==> config.mk <==
export PLATFORM = sky130hd
export DESIGN_NAME = pwr_mode_ctl
export DESIGN_NICKNAME = d
export VERILOG_FILES = /design/src/rtl/pmc_pkg.sv /design/src/rtl/pmc_sync.sv /design/src/rtl/pmc_rst_filter.sv /design/src/rtl/pmc_mode_fsm.sv /design/src/rtl/pwr_mode_ctl.sv
export SDC_FILE = /design/constraint.sdc
export NUM_CORES = 1
export LEC_CHECK = 0
export CAP_MARGIN = 20
export CELL_PAD_IN_SITES_DETAIL_PLACEMENT = 2
export CELL_PAD_IN_SITES_GLOBAL_PLACEMENT = 2
export CORE_ASPECT_RATIO = 1.2
export CORE_MARGIN = 2
export CORE_UTILIZATION = 28
export DETAILED_ROUTE_END_ITERATION = 10
export PLACE_DENSITY = 0.82
export SYNTH_ARGS = -nofsm -noshare
export SYNTH_HDL_FRONTEND = slang
export SYNTH_HIERARCHICAL = 1
export SYNTH_SLANG_ARGS = --single-unit
==> constraint.sdc <==
create_clock -name clk -period 0.9 [get_ports clk]
set_clock_uncertainty 0.05 [all_clocks]
set_input_delay 0.18 -clock clk [delete_from_list [all_inputs] [get_ports clk]]
set_output_delay 0.18 -clock clk [all_outputs]
set_load 0.05 [all_outputs]
==> src/rtl/pmc_pkg.sv <==
`timescale 1ns/1ps
package pmc_pkg;
    localparam int CFG_W    = 8;
    localparam int BIT_IDLE = 0;
    localparam int BIT_DOWN = 1;
    localparam int BIT_GF0  = 2;
    localparam int BIT_GF1  = 3;
endpackage

==> src/rtl/pmc_sync.sv <==
`timescale 1ns/1ps
module pmc_sync #(
    parameter int W = 1
) (
    input  logic         clk,
    input  logic [W-1:0] din,
    output logic [W-1:0] dout
);
    typedef struct packed {
        logic [W-1:0] s1;
        logic [W-1:0] s2;
    } sync_t;

    sync_t sy_d, sy_q;

    always_comb begin
        sy_d.s1 = din;
        sy_d.s2 = sy_q.s1;
    end

    always_ff @(posedge clk) begin
        sy_q <= sy_d;
    end

    assign dout = sy_q.s2;
endmodule

==> src/rtl/pmc_rst_filter.sv <==
`timescale 1ns/1ps
module pmc_rst_filter #(
    parameter int RST_CYC = 24
) (
    input  logic clk,
    input  logic rst_pin,
    output logic core_rst,
    output logic clr_n
);
    localparam int CW = $clog2(RST_CYC) + 1;
    localparam logic [CW-1:0] LAST = CW'(RST_CYC - 1);

    typedef struct packed {
        logic [CW-1:0] cnt;
        logic          hit;
    } flt_t;

    flt_t       flt_d, flt_q;
    logic       pin_s;
    logic [1:0] rel_q;

    pmc_sync #(.W(1)) u_pin_sync (
        .clk  (clk),
        .din  (rst_pin),
        .dout (pin_s)
    );

    always_comb begin
        flt_d = flt_q;
        if (!pin_s) begin
            flt_d.cnt = '0;
        end else if (flt_q.cnt != LAST) begin
            flt_d.cnt = flt_q.cnt + CW'(1);
        end
        flt_d.hit = pin_s && (flt_q.cnt == LAST);
    end

    always_ff @(posedge clk) begin
        flt_q <= flt_d;
    end

    // clear asserts with the pin, releases on the second clock after it
    always_ff @(posedge clk or posedge rst_pin) begin
        if (rst_pin) begin
            rel_q <= 2'b00;
        end else begin
            rel_q <= {rel_q[0], 1'b1};
        end
    end

    assign core_rst = flt_q.hit;
    assign clr_n    = rel_q[1];
endmodule

==> src/rtl/pmc_mode_fsm.sv <==
`timescale 1ns/1ps
module pmc_mode_fsm #(
    parameter int OSC_WAIT = 16
) (
    input  logic clk,
    input  logic clr_n,
    input  logic wr_en,
    input  logic wr_idle,
    input  logic wr_down,
    input  logic irq_any,
    input  logic ext_act,
    input  logic osc_ready,
    output logic down,
    output logic idle,
    output logic osc_en,
    output logic cpu_clk_en,
    output logic per_clk_en
);
    localparam int WW = $clog2(OSC_WAIT) + 1;
    localparam logic [WW-1:0] LAST = WW'(OSC_WAIT - 1);

    typedef struct packed {
        logic          down;
        logic          idle;
        logic          hold;
        logic          up;
        logic [WW-1:0] cnt;
    } mode_t;

    mode_t st_d, st_q;

    always_comb begin
        st_d = st_q;
        if (st_q.down) begin
            if (ext_act) begin
                st_d.down = 1'b0;
                st_d.idle = 1'b0;
                st_d.hold = 1'b1;
            end
        end else begin
            if (!st_q.up) begin
                if (!osc_ready) begin
                    st_d.cnt = '0;
                end else if (st_q.cnt == LAST) begin
                    st_d.up  = 1'b1;
                    st_d.cnt = '0;
                end else begin
                    st_d.cnt = st_q.cnt + WW'(1);
                end
            end
            if (st_q.hold && !ext_act) begin
                st_d.hold = 1'b0;
            end
            if (wr_en) begin
                st_d.down = wr_down;
                st_d.idle = wr_idle && !wr_down;
                if (wr_down) begin
                    st_d.up  = 1'b0;
                    st_d.cnt = '0;
                end
            end
            if (irq_any) begin
                st_d.idle = 1'b0;
            end
        end
    end

    always_ff @(posedge clk or negedge clr_n) begin
        if (!clr_n) begin
            st_q <= '0;
        end else begin
            st_q <= st_d;
        end
    end

    assign down       = st_q.down;
    assign idle       = st_q.idle;
    assign osc_en     = !st_q.down;
    assign per_clk_en = st_q.up;
    assign cpu_clk_en = st_q.up && !st_q.idle && !st_q.hold;
endmodule

==> src/rtl/pwr_mode_ctl.sv <==
`timescale 1ns/1ps
module pwr_mode_ctl
    import pmc_pkg::*;
#(
    parameter int N_IRQ    = 4,
    parameter int N_EXT    = 2,
    parameter int RST_CYC  = 24,
    parameter int OSC_WAIT = 16
) (
    input  logic             clk,
    input  logic             rst_pin,
    input  logic             wr_en,
    input  logic [CFG_W-1:0] wr_data,
    output logic [CFG_W-1:0] rd_data,
    input  logic [N_IRQ-1:0] irq_pend,
    input  logic [N_EXT-1:0] ext_en,
    input  logic [N_EXT-1:0] ext_int_n,
    input  logic             osc_ready,
    output logic             cpu_clk_en,
    output logic             per_clk_en,
    output logic             osc_en,
    output logic             core_rst
);
    logic             clr_n;
    logic [N_EXT-1:0] ext_s;
    logic             ext_act;
    logic             down;
    logic             idle;
    logic [1:0]       gf_d, gf_q;
    logic             unused_hi;

    assign unused_hi = ^wr_data[CFG_W-1:BIT_GF1+1];

    pmc_rst_filter #(.RST_CYC(RST_CYC)) u_filter (
        .clk      (clk),
        .rst_pin  (rst_pin),
        .core_rst (core_rst),
        .clr_n    (clr_n)
    );

    pmc_sync #(.W(N_EXT)) u_ext_sync (
        .clk  (clk),
        .din  (ext_int_n),
        .dout (ext_s)
    );

    assign ext_act = |(ext_en & ~ext_s);

    pmc_mode_fsm #(.OSC_WAIT(OSC_WAIT)) u_fsm (
        .clk        (clk),
        .clr_n      (clr_n),
        .wr_en      (wr_en),
        .wr_idle    (wr_data[BIT_IDLE]),
        .wr_down    (wr_data[BIT_DOWN]),
        .irq_any    (|irq_pend),
        .ext_act    (ext_act),
        .osc_ready  (osc_ready),
        .down       (down),
        .idle       (idle),
        .osc_en     (osc_en),
        .cpu_clk_en (cpu_clk_en),
        .per_clk_en (per_clk_en)
    );

    always_comb begin
        gf_d = gf_q;
        if (core_rst) begin
            gf_d = 2'b00;
        end else if (wr_en) begin
            gf_d = {wr_data[BIT_GF1], wr_data[BIT_GF0]};
        end
    end

    always_ff @(posedge clk) begin
        gf_q <= gf_d;
    end

    always_comb begin
        rd_data           = '0;
        rd_data[BIT_IDLE] = idle;
        rd_data[BIT_DOWN] = down;
        rd_data[BIT_GF0]  = gf_q[0];
        rd_data[BIT_GF1]  = gf_q[1];
    end
endmodule

==> results.py <==
metrics = {
    "run_status": {
        "status": "complete, but fails checks",
        "failed_checks": "setup timing",
    },
    "clock_tree": {
        "htreeDepth": 1,
        "cts_tree": "yes",
        "root_buffer": "clkbuf_8",
        "clk_pin_slew_ns": 0.09,
        "clock-sinks": 26,
        "cts_hold_buffers": 0,
        "clock_latency_ns": 0.28,
        "cts_buffer_depth": 2,
        "cts_made_buffers": 3,
    },
    "routing": {
        "drc_errors": 0,
        "via_per_inst": 4.491,
        "wl_per_cell_um": 18.34,
        "drtPass1Iterations": 4,
        "wirelength_mm": 3.962,
        "vias": 970,
        "antenna_left": 0,
        "dr.first_iter.drc_count": 14,
    },
    "timing": {
        "hold_slack_ns": 0.006613,
        "rsz0062_at_grt": "yes",
        "finalHoldViolations": 0,
        "finalSetupViolations": 24,
        "layout_setup_ws_ns": -0.4417,
        "period_needed_ns": 1.342,
        "fin_crit_sh_pct": 149.1,
        "fmax_ghz": 0.7453,
        "slew_viol_final": 0,
    },
    "final_layout": {
        "nFillCells": 407,
        "nets": 185,
        "stdcell_count": 216,
        "fin_util_pct": 51.48,
        "drive_gt1_share_pct": 53.70,
        "area_delta_synth_final_pct": 78.92,
        "postLayoutCellArea_um2": 1997,
        "n_antenna_cell": 0,
    },
    "power": {
        "peakVddDrop_v": 0.0007090,
        "fin_total_pwr_uw": 2903,
        "power_density_nw_per_um2": 1454,
        "p_leak_uw": 0.0008482,
    },
    "logic_synthesis": {
        "synth_top_cell_area_share_pct": 26.91,
        "seq_area_frac_synth_pct": 51.57,
        "synth_cells": 105,
        "syn_avg_cell_area_um2": 10.63,
        "ys_ff_latch": 26,
        "yosysTopAreaCell": "dfxtp_1",
        "yosysWarnings": 6,
        "yosysUniqueCellTypes": 41,
        "synthTopCellsByArea": "dfxtp_1 (27%), dfrtp_1 (25%), mux2i_1 (6.3%), buf_4 (4.7%), nand2_1 (3.0%)",
        "synthesis.area_um2": 1116,
    },
    "global_routing": {
        "antenna_found_initial": 0,
        "grt_max_degree": 15,
        "grt_pass1_wl_mm": 6.127,
        "grt_overflow": 0,
        "grtUsageTotal_pct": 19.87,
        "grt_pass1_vias": 1179,
    },
    "hold_path": {
        "hold_path_class": "primary input to async pin",
    },
    "placed_design": {
        "place.gp.congestion": 0.8154,
        "dpl_cell_area_um2": 1650,
        "dp_cells": 198,
        "dp_hpwl_mm": 2.534,
        "port_buffers": 23,
    },
    "setup_path": {
        "worstSetupStartpointType": "flop",
        "cp_slowest_cell": "dfrtp_2",
        "end_kind": "output port",
        "path_cells": "nor3b_4 > buf_12",
        "cp_num_cells": 2,
        "rr_worst_depth": 4,
        "crit_path_max_fanout": 3,
        "crit_buf_inv": 1,
        "r2r-end": "u_fsm/st_q[0]",
        "reg2reg_from": "u_fsm/st_q[1]",
        "crit_required_ns": 0.67,
        "r2r_slack_ns": -0.40,
        "startpoint": "u_fsm/per_clk_en",
        "max_stage_delay_ns": 0.42,
        "worstSetupPathType": "flop to output port",
        "path_delay_family": "flip-flops",
        "cp.arrival_ns": 1.11,
        "crit_path_end": "cpu_clk_en",
    },
    "job": {
        "cap_viol_max_count": 0,
    },
    "floorplan": {
        "rows": 25,
        "die_w_um": 61.64,
        "die_height_um": 73.16,
        "die-area_um2": 4509,
        "start_util_pct": 28.77,
        "io_pins": 32,
        "core_um2": 3879,
    },
}
[stage by stage]
step / setup slack, ns / setup TNS [ns]
after floorplan: -0.4983 / -3.257
after global placement: -0.5219 / -6.051
after detailed placement: -0.5539 / -6.876
after CTS: -0.4419 / -6.127
after global routing: -0.4930 / -7.549
final: -0.4417 / -6.572
[sequential cells by signal, summed over array words and instances, names as in the netlist]
register and flops:
u_filter/u_pin_sync/dout 1, u_fsm/down 1, u_ext_sync/dout 2, gf_q 2
u_fsm/per_clk_en 1, u_ext_sync/sy_d 2, u_filter/core_rst 1, u_filter/rel_q 2
u_filter/u_pin_sync/sy_d 1, u_filter/flt_q 6, u_fsm/idle 1, u_fsm/st_q 6
[cell usage in the layout, fill, tap and decap left out, drive strengths merged, types with 2 or more instances in the layout]
cell           instances
and2                   2
nor2                   5
buf                   43
clkbuf                 4
mux2i                  7
nand3                  6
nor3b                  2
clkdlybuf4s50         10
o21ai                  3
dlygate4sd2            5
o211ai                 2
nor3                   2
o22ai                  3
conb                   5
inv                    6
a21oi                  2
nand2                 10
dfrtp                 11
ha                     2
dfxtp                 15
nor4b                  2
nor2b                  2
[layout make-up]
type | count | area, um^2 | area share [%]
clock buffers | 4 | 55.05 | 2.757
flip-flops and latches | 26 | 594.3 | 29.76
well taps | 54 | 67.56 | 3.383
repair buffers | 58 | 623.1 | 31.20
inverters | 6 | 30.03 | 1.504
multi-input cells | 68 | 626.9 | 31.39
[cell usage after synthesis]
cell type and count:
ha_1 2, a21oi_1 2, o211ai_1 2, nand3b_1 1, o31ai_1 1, dfxtp_1 15, o22a_1 1, buf_6 1
or4_1 1, nand2b_1 1, nor4b_1 1, a22o_1 1, a31oi_1 1, buf_4 7, dfrtp_1 11, nor2_1 3
o21ai_1 2, or3b_4 1, nor2_4 1, nand3_1 5, nor3_1 1, inv_1 5, nand2_2 1, xor2_1 1
mux2i_1 7, o22ai_1 3, and2_1 2, nand2_1 9, conb_1 2, o21ai_0 1, nand3_2 1, nor2b_1 2
a32o_1 1, maj3_1 1, nor2_2 1, nor3_2 1, nor3b_1 2, and3b_1 1, nor4b_2 1, inv_2 1
xnor2_1 1
[power breakdown]
part / leakage [uW] / total, uW / switching, uW / internal (uW)
registers: 0.000268 / 1340 / 99.1 / 1240
clock network: 0.0000288 / 786 / 393 / 393
logic: 0.000552 / 780 / 350 / 430
[cell families (layout without fill, tap and decap cells)]
| logic type | after synthesis | in the layout | share of synthesized area, % |
|---|---|---|---|
| muxes | 7 | 7 | 6.278 |
| other | 2 | 5 | 0.6729 |
| AOI/OAI and AO/OA | 15 | 15 | 8.969 |
| buffers and inverters | 14 | 68 | 7.735 |
| DFF | 26 | 26 | 51.57 |
| and+or+nand+nor | 36 | 36 | 20.07 |
| xor gates and xnor gates | 2 | 2 | 1.570 |
| adders and majority gates | 3 | 3 | 3.139 |
[routing by layer]
layer / vias to the layer above / track usage (%) / share of wire, %
li1: 467 / - / -
met1: 476 / 20.24 / 35
met2: 23 / 37.19 / 61
met3: 4 / 4.433 / 3.0
met4: 0 / 8.274 / 1.4
met5: - / 0 / 0
[worst min-delay path by stage]
stage | endpoint | slack, ns | start
2_1_floorplan | u_filter/rel_q[0] | -0.13 | rst_pin
3_3_place_gp | u_fsm/idle | 0.11 | u_filter/rel_q[1]
3_5_place_dp | u_fsm/idle | 0.14 | u_filter/rel_q[1]
4_1_cts | u_filter/rel_q[0] | 0.02 | rst_pin
5_1_grt | u_filter/rel_q[0] | 0.01 | rst_pin
6_report | u_filter/rel_q[0] | 0.007 | rst_pin
[what timing repair did]
action,4_1_cts,5_1_grt
pin swaps,24,11
setup buffers,13,4
gates resized for setup,38,13
endpoints found under the setup margin,26,24
Note: power is estimated with default switching activity, not from simulation.
